[src/rtl/nand_seq.sv]
module nand_seq #(
  parameter int LEN_W = 10,
  parameter int TW    = 4,
  parameter int BW    = 20,
  parameter int GUARD = 4
) (
  input  logic             clk,
  input  logic             rst_n,
  input  logic             req_valid,
  output logic             req_ready,
  input  logic [2:0]       req_op,
  input  logic [7:0]       req_col,
  input  logic [23:0]      req_row,
  input  logic [LEN_W-1:0] req_len,
  input  logic [7:0]       wr_data,
  input  logic             wr_valid,
  output logic             wr_ready,
  output logic [7:0]       rd_data,
  output logic             rd_valid,
  output logic             resp_valid,
  output logic [7:0]       resp_status,
  output logic             resp_fail,
  output logic             resp_timeout,
  input  logic [TW-1:0]    cfg_wlo,
  input  logic [TW-1:0]    cfg_whi,
  input  logic [TW-1:0]    cfg_rlo,
  input  logic [TW-1:0]    cfg_rhi,
  input  logic [BW-1:0]    cfg_busy_lim,
  output logic             nf_ce_n,
  output logic             nf_cle,
  output logic             nf_ale,
  output logic             nf_we_n,
  output logic             nf_re_n,
  output logic             nf_wp_n,
  output logic [7:0]       nf_dq_o,
  output logic             nf_dq_oe,
  input  logic [7:0]       nf_dq_i,
  input  logic             nf_rb
);
  localparam logic [2:0] OP_RD = 3'd0, OP_PG = 3'd1, OP_ER = 3'd2,
                         OP_ST = 3'd3, OP_ID = 3'd4, OP_RS = 3'd5;

  typedef enum logic [3:0] {
    S_IDLE, S_CMD1, S_ADDR, S_DW, S_CMD2, S_WAIT, S_CMDS, S_DR, S_RESP
  } st_t;

  st_t              st;
  logic [2:0]       op;
  logic [7:0]       col;
  logic [23:0]      row;
  logic [LEN_W-1:0] len, dcnt;
  logic [1:0]       ai;
  logic             ph, ld, tmo;
  logic [TW-1:0]    tc;
  logic [BW-1:0]    bc;
  logic [1:0]       rbs;
  logic [7:0]       dq_r, status;

  wire [TW-1:0] wlo = (cfg_wlo == '0) ? TW'(1) : cfg_wlo;
  wire [TW-1:0] whi = (cfg_whi == '0) ? TW'(1) : cfg_whi;
  wire [TW-1:0] rlo = (cfg_rlo == '0) ? TW'(1) : cfg_rlo;
  wire [TW-1:0] rhi = (cfg_rhi == '0) ? TW'(1) : cfg_rhi;

  wire wr_st    = (st == S_CMD1) || (st == S_ADDR) || (st == S_DW) ||
                  (st == S_CMD2) || (st == S_CMDS);
  wire strobing = wr_st || (st == S_DR);
  wire stb_go   = (st != S_DW) || ld;
  wire [TW-1:0] lo_lim = (st == S_DR) ? rlo : wlo;
  wire [TW-1:0] hi_lim = (st == S_DR) ? rhi : whi;
  wire lo_end   = strobing && !ph && stb_go && (tc == lo_lim - TW'(1));
  wire hi_end   = strobing && ph && (tc == hi_lim - TW'(1));
  wire st_rd    = (op == OP_PG) || (op == OP_ER) || (op == OP_ST);
  wire last_a   = (op == OP_ID) || (ai == 2'd3);
  wire last_d   = ((st == S_DR) && st_rd) || (dcnt == len - LEN_W'(1));
  wire lenz     = (len == '0);

  assign req_ready    = (st == S_IDLE);
  assign wr_ready     = (st == S_DW) && !ld;
  assign resp_valid   = (st == S_RESP);
  assign resp_status  = status;
  assign resp_fail    = status[0];
  assign resp_timeout = tmo;

  assign nf_ce_n  = (st == S_IDLE) || (st == S_RESP);
  assign nf_cle   = (st == S_CMD1) || (st == S_CMD2) || (st == S_CMDS);
  assign nf_ale   = (st == S_ADDR);
  assign nf_we_n  = !(wr_st && !ph && stb_go);
  assign nf_re_n  = !((st == S_DR) && !ph);
  assign nf_wp_n  = ((op == OP_PG) || (op == OP_ER)) && !nf_ce_n;
  assign nf_dq_oe = wr_st;

  always_comb begin
    nf_dq_o = 8'h00;
    case (st)
      S_CMD1: case (op)
        OP_RD:   nf_dq_o = 8'h00;
        OP_PG:   nf_dq_o = 8'h80;
        OP_ER:   nf_dq_o = 8'h60;
        OP_ST:   nf_dq_o = 8'h70;
        OP_ID:   nf_dq_o = 8'h90;
        default: nf_dq_o = 8'hFF;
      endcase
      S_ADDR: if (op != OP_ID) case (ai)
        2'd0:    nf_dq_o = col;
        2'd1:    nf_dq_o = row[7:0];
        2'd2:    nf_dq_o = row[15:8];
        default: nf_dq_o = row[23:16];
      endcase
      S_DW:    nf_dq_o = dq_r;
      S_CMD2:  nf_dq_o = (op == OP_PG) ? 8'h10 : 8'hD0;
      S_CMDS:  nf_dq_o = 8'h70;
      default: nf_dq_o = 8'h00;
    endcase
  end

  always_ff @(posedge clk or negedge rst_n) begin
    if (!rst_n) begin
      st <= S_IDLE; op <= '0; col <= '0; row <= '0; len <= '0; dcnt <= '0;
      ai <= '0; ph <= 1'b0; ld <= 1'b0; tmo <= 1'b0; tc <= '0; bc <= '0;
      rbs <= 2'b11; dq_r <= '0; status <= '0; rd_valid <= 1'b0; rd_data <= '0;
    end else begin
      rbs      <= {rbs[0], nf_rb};
      rd_valid <= 1'b0;
      if (strobing) begin
        if (!ph) begin
          if (lo_end) begin ph <= 1'b1; tc <= '0; end
          else if (stb_go) tc <= tc + TW'(1);
        end else begin
          if (hi_end) begin ph <= 1'b0; tc <= '0; end
          else tc <= tc + TW'(1);
        end
      end
      if (wr_ready && wr_valid) begin dq_r <= wr_data; ld <= 1'b1; end
      if ((st == S_DR) && lo_end) begin
        if (st_rd) status <= nf_dq_i;
        else begin rd_valid <= 1'b1; rd_data <= nf_dq_i; end
      end
      case (st)
        S_IDLE: if (req_valid) begin
          op <= req_op; col <= req_col; row <= req_row; len <= req_len;
          dcnt <= '0; ai <= '0; ph <= 1'b0; tc <= '0; bc <= '0;
          ld <= 1'b0; tmo <= 1'b0; status <= '0;
          st <= (req_op > OP_RS) ? S_RESP : S_CMD1;
        end
        S_CMD1: if (hi_end) case (op)
          OP_RD, OP_PG, OP_ID: begin ai <= 2'd0; st <= S_ADDR; end
          OP_ER:               begin ai <= 2'd1; st <= S_ADDR; end
          OP_ST:               st <= S_DR;
          default:             st <= S_WAIT;
        endcase
        S_ADDR: if (hi_end) begin
          if (!last_a) ai <= ai + 2'd1;
          else case (op)
            OP_RD:   st <= S_WAIT;
            OP_PG:   st <= lenz ? S_CMD2 : S_DW;
            OP_ER:   st <= S_CMD2;
            default: st <= lenz ? S_RESP : S_DR;
          endcase
        end
        S_DW: if (hi_end) begin
          ld <= 1'b0;
          if (last_d) st <= S_CMD2;
          else dcnt <= dcnt + LEN_W'(1);
        end
        S_CMD2: if (hi_end) st <= S_WAIT;
        S_WAIT: begin
          bc <= bc + BW'(1);
          if (bc >= BW'(GUARD) && rbs[1]) begin
            if (op == OP_PG || op == OP_ER) st <= S_CMDS;
            else if (op == OP_RD && !lenz)  st <= S_DR;
            else                            st <= S_RESP;
          end else if (bc == cfg_busy_lim) begin
            tmo <= 1'b1;
            st  <= S_RESP;
          end
        end
        S_CMDS: if (hi_end) st <= S_DR;
        S_DR: if (hi_end) begin
          if (last_d) st <= S_RESP;
          else dcnt <= dcnt + LEN_W'(1);
        end
        S_RESP:  st <= S_IDLE;
        default: st <= S_IDLE;
      endcase
    end
  end
endmodule

[config.mk]
export PLATFORM = sky130hd
export DESIGN_NAME = nand_seq
export DESIGN_NICKNAME = d
export VERILOG_FILES = /design/src/rtl/nand_seq.sv
export SDC_FILE = /design/constraint.sdc
export NUM_CORES = 1
export LEC_CHECK = 0
export CORE_MARGIN = 2
export CORE_UTILIZATION = 56
export DETAILED_ROUTE_END_ITERATION = 6
export PLACE_DENSITY = 0.91
export REMOVE_ABC_BUFFERS = 1
export SYNTH_ARGS = -nofsm -noshare
export SYNTH_HDL_FRONTEND = slang
export SYNTH_SLANG_ARGS = --single-unit
[constraint.sdc]
create_clock -name clk -period 6.6 [get_ports clk]
set_input_delay 0.66 -clock clk [delete_from_list [all_inputs] [get_ports clk]]
set_output_delay 0.66 -clock clk [all_outputs]
set_load 0.01 [all_outputs]
* After elaboration in Yosys (flattened, before gate mapping) *
Cells that the tools add are included.
Widths: inputs -> output; s select.

storage, ports and cells
  flip-flop bits (word level) = 115
  word-level logic and storage cells = 190
  bits of input ports = 102
  output and inout bits = 37

cells by class
  $lt $le $gt $ge = 2
  multiplexer cells = 70
  equality and inequality tests = 38
  bitwise gates (word level) = 1
  reduce and logical (&&, ||, !) cells = 55
  add/sub/neg operators = 7

operator list
  cell                   count
  $mux 4                 29
  $pmux 8 s5             2
  $mux 8                 6
  $pmux 20 s2            1
  $pmux 4 s8             1
  $mux 10                3
  $ne 2x2->1 const B     12
  $pmux 8 s3             1
  $add 20x1->20 const B  1
  $eq 20x20->1           1
  $ge 20x3->1 const B    1
  $logic_not 4->1        5
  $mux 20                1
  $pmux 10 s2            1
  $eq 4x3->1 const B     4
  $logic_and 1x1->1      15
  $mux 1                 14
  $logic_or 1x1->1       13
  $pmux 4 s3             1
  $reduce_and 11->1      1
  $add 10x1->10 const B  1
  $eq 10x10->1           1
  $logic_not 10->1       1
  $sub 10x1->10 const B  1
  other kinds (35)       56

* Longest topological paths before layout *
  depth in word-level cells = 14
  mapped depth = 15
  gate-level depth less buffers = 11

* Worst setup path before layout *
OpenSTA, ideal clock, no wires.

  path type = in2reg
  start point = input port cfg_whi[1]
  end point = register dcnt[7]
  stages = 12
  required time = 6.522 ns
  data arrival time = 3.166 ns
  library setup time = 0.078 ns
  slack = 3.356 ns
  buffers on the path = 1
  cell sequence = nor3_1 -> nor3_1 -> or2_1 -> ha_1 -> xnor2_1 -> nor2_1 -> nand3b_1 -> or4b_4 -> and2_4 -> buf_6 -> or4_1 -> a21oi_1

between the ends
  word-level cells in the longest chain between the ends = 8

ends and longest elaborated chain
  what                                 RTL line  text
  from (decl)                          25        input logic [TW-1:0] cfg_whi,
  $logic_not 4->1                      60        wire [TW-1:0] whi = (cfg_whi == '0) ? TW'(1) : cfg_whi;
  $mux 4 *                             60
  $mux 4 *                             69        wire [TW-1:0] hi_lim = (st == S_DR) ? rhi : whi;
  $sub 4x1->4 *                        71        wire hi_end = strobing && ph && (tc == hi_lim - TW'(1));
  $eq 4x4->1 *                         71
  $logic_and 1x1->1 *                  71
  $ne 2x1->1 (no source line) *        n/a
  $reduce_and 4->1 (no source line) *  n/a
  to (signal assigned)                 163       else dcnt <= dcnt + LEN_W'(1);
  to (signal assigned)                 180       else dcnt <= dcnt + LEN_W'(1);
  to (decl)                            51        logic [LEN_W-1:0] len, dcnt;

Mark *: on every way between the ends. The rest lies on a longest branch, timed or not.
A chain may end at the register's enable or synchronous reset.

* Final worst setup path *
  start point = register st[0]
  end point = register dcnt[9]

between the ends
  word-level cells in the longest chain between the ends = 10
  elaborated cells on any way between the ends = 26
  classes of those cells = 1 x add/sub; 10 x eq/ne; 2 x mux; 13 x reduce/logical

ends and longest elaborated chain
  what                                                  RTL line  text
  from (decl)                                           47        st_t st;
  from (signal assigned)                                143       st <= (req_op > OP_RS) ? S_RESP : S_CMD1;
  from (signal assigned)                                155       OP_PG: st <= lenz ? S_CMD2 : S_DW;
  from (signal assigned)                                157       default: st <= lenz ? S_RESP : S_DR;
  branches (longest 10 deep; another with $sub 4x1->4)  n/a

Several ways; the timed one is not identified.

==> impl_metrics.toml <==
[synth]
ys.flop_type = "dfrtp_1"
synthMuxAreaShare = 0.06280
yosysTopAreaCell = "dfrtp_1"
synth_top_family_by_area = "simple AND/OR/NAND/NOR gates"
yosys.area_share.simple = 0.2461
yosysMostFrequentCell = "nand2_1"
postSynthAreaPerCell_um2 = 8.727
ys_types = 63
async_flop_share = 1.000
synthAdderAreaFrac = 0.02081
synthCells = 758
synth-xor-area-share = 0.05561
ys_seq_area_frac = 0.4354
ys_top_cells_by_area = "dfrtp_1, nand2_1, xnor2_1"
ys_warn_count = 0
synth_edf_count = 0
ys_ff_latch = 115
synth_top_area_share = 0.4275
synth_area_mm2 = 0.006615
synth_common_cells = "nand2_1, dfrtp_1, nor2_1"
synth_compound_area_frac = 0.1398

[drt]
vias_per_cell = 6.180
ant_nets = 0
dr.pass1.iters = 6
wirelength_mm = 18.76
wire_per_inst_um = 18.22
route.detailed.drc = 0
drtIter0Drc = 656
vias = 6365

[grt]
busiest_layer = "met2"
use_met3 = 0.06857
grt_use_met2 = 0.4906
grt_max_degree = 63
grt_pass1_vias = 6284
grt_pass1_wl_mm = 30.72
track_usage = 0.3002
grt_use_met1 = 0.3851
grt_overflow = 0
antenna_found_initial = 0

[timing]
tns_ns = 0
rsz0062_at_grt = "false"
slew_headroom = 0.1962
fmax_mhz = 263.9
worstMarginPinSlew_ns = 1.201
hold_viol = 0
setup_viol = 0
fin_ws_ns = 2.810
fin_crit_ns = 3.790
period_share = 0.5742
drv_slew = 0
skew_ns = 0.009271

[critical_path]
crit_chain = "and4b_1 > nor3_1 > or2_1 > ha_1 > xnor2_1 > nor2_1 > nand3b_1 > or4b_4 > and2_4 > or4_1 > a21oi_1"
critical-path-slowest-cell = "dfrtp_1"
slowest_delay_ns = 0.64
crit_type = "reg -> reg"
rrSetupSlack_ns = 2.81
rr_worst_depth = 11
cp-start-kind = "flip-flop"
r2r-start = "st[0]$_DFFE_PN0P_"
worst_ep_arrival_time_ns = 4.12
cp_max_fo = 23
end_kind = "flip-flop"
timing.rr.end = "dcnt[9]$_DFFE_PN0P_"
required_ns = 6.93

[power]
irDropWorstVdd_mv = 0.2155
leakagePower_nw = 3.857
p_seq_frac = 0.332
internal-power_mw = 2.142
netSwitchingFraction = 0.3924
power_switching_mw = 1.383
pwr-share-clk = 0.271
comb_power_share = 0.397
powerDensity_mw_per_mm2 = 408.2
fin_total_pwr_mw = 3.525

[cts]
clockBufferDepth = 2
h-tree-depth = 4
cts_tree = "done"
hold_buffers = 0
cts_setup_buffers = 0
numClockSinks = 115
clk_latency_ns = 0.42
clockRootBuffer = "clkbuf_16"
numCtsBuffers = 17
clk_pin_slew_ns = 0.06
post_cts_resized = 0

[cells_and_area]
multi_input_area_mm2 = 0.003483
layout-drive-gt1-share = 0.07779
final_area_mm2 = 0.008636
fill_cells = 772
antenna_cells = 0
area_delta_synth_final_pct = 30.55
nets = 987
register_area_mm2 = 0.002880

[die]
rows = 39
io_pins = 139
die_height_um = 112.7
fp.dieW_um = 112.7
die-area_mm2 = 0.01270
start_util = 0.5769
coreArea_mm2 = 0.01147

[run]
maxCapViolCount = 0

[place]
hpwl_mm = 12.39
post_dp_cell_area_mm2 = 0.008019
dp_slack_ns = 2.699
routabilityCongestion = 0.9334
portBuffers = 138

[status]
status = "finished clean"

[min_path]
hold_class = "in -> async"
## final cells by class
class | count | area share
clock buffer | 18 | 0.05085
clock inverter | 14 | 0.02057
inverter | 18 | 0.007824
multi-input combinational | 580 | 0.4034
sequential | 115 | 0.3335
tap | 143 | 0.02072
timing repair buffer | 142 | 0.1631
## cells in the final DEF, fill, tap and decap left out, types with 4 or more instances in the layout
cell,n
o22ai_1,4
nand3_1,21
a21oi_1,32
o31ai_1,12
o211ai_1,9
a211oi_1,6
nand2_1,173
or3_1,7
ha_1,11
and3_1,7
xnor2_1,30
nor2_1,47
and2_1,4
buf_4,5
o2111ai_1,5
nand2b_1,4
inv_1,18
xor2_1,12
a31oi_1,6
a222oi_1,8
nand4_1,10
a22oi_1,4
nor4_1,10
clkdlybuf4s50_1,137
nor2b_1,10
dfrtp_1,113
mux2_2,20
clkinv_4,4
clkbuf_16,17
clkinvlp_4,4
mux2i_1,19
o21ai_0,37
or4_1,11
nor3_1,23
## registers in the layout, indices dropped and copies added, names as in the netlist, 8 cells and up
signal and cells:
resp_status 8, row 24, rd_data 8, col 8, bc 20, dcnt 10, dq_r 8, len 10
## logic make-up (layout without fill, tap and decap cells)
group,Yosys count,count (layout)
compound gates,141,141
xor+xnor,42,42
fa+ha+maj,11,11
buf+inv,63,192
flops,115,115
mux,39,39
simple gates,347,347
## worst max-delay path by stage
stage	start	end	slack, ns	depth (start not counted)
final	st[0]$_DFFE_PN0P_	dcnt[9]$_DFFE_PN0P_	2.81	11
after floorplan	st[0]$_DFFE_PN0P_	rd_data[0]$_DFFE_PN0P_	3.25	8
after CTS	st[0]$_DFFE_PN0P_	dcnt[9]$_DFFE_PN0P_	2.86	11
after global placement	cfg_rhi[1]	dcnt[3]$_DFFE_PN0P_	2.84	12
after global routing	st[0]$_DFFE_PN0P_	dcnt[8]$_DFFE_PN0P_	2.57	11
after detailed placement	cfg_rhi[3]	dcnt[3]$_DFFE_PN0P_	2.70	12
## worst max-delay path, delay by kind of cell, from the launching register on
family                     cells  cell delay (ns)
adders and majority gates      1             0.31
AOI/OAI and AO/OA              1             0.17
xor gates and xnor gates       1             0.12
DFF                            1             0.64
and+or+nand+nor                8             2.46
## per-layer routing
| metal | vias to the layer above | share of wire | wire length [µm] |
|---|---|---|---|
| met2 | 336 | 0.49 | 9170 |
| li1 | 2914 | - | - |
| met4 | 0 | 0.029 | 551 |
| met1 | 3059 | 0.40 | 7497 |
| met3 | 56 | 0.082 | 1543 |
| met5 | - | 0 | 0 |
## power by group through the flow
stage	sequential (mW)	combinational (mW)	clock [mW]
after global routing	1.20	1.54	0.991
after CTS	1.16	1.38	0.958
after floorplan	1.09	0.892	0
after global placement	1.15	1.31	0
final	1.17	1.40	0.954
after detailed placement	1.16	1.35	0
## per-stage QoR
stage | hold WS (ns) | std cells | utilization
floorplan | 0.3452 | 713 | -
global placement | 0.3454 | 998 | 0.6993
detailed placement | 0.3491 | 998 | 0.6993
CTS | 0.3069 | 1030 | 0.7531
global route | 0.3393 | 1030 | 0.7531
finish | 0.2735 | 1030 | 0.7531
Note: power is estimated with default switching activity, not from simulation.
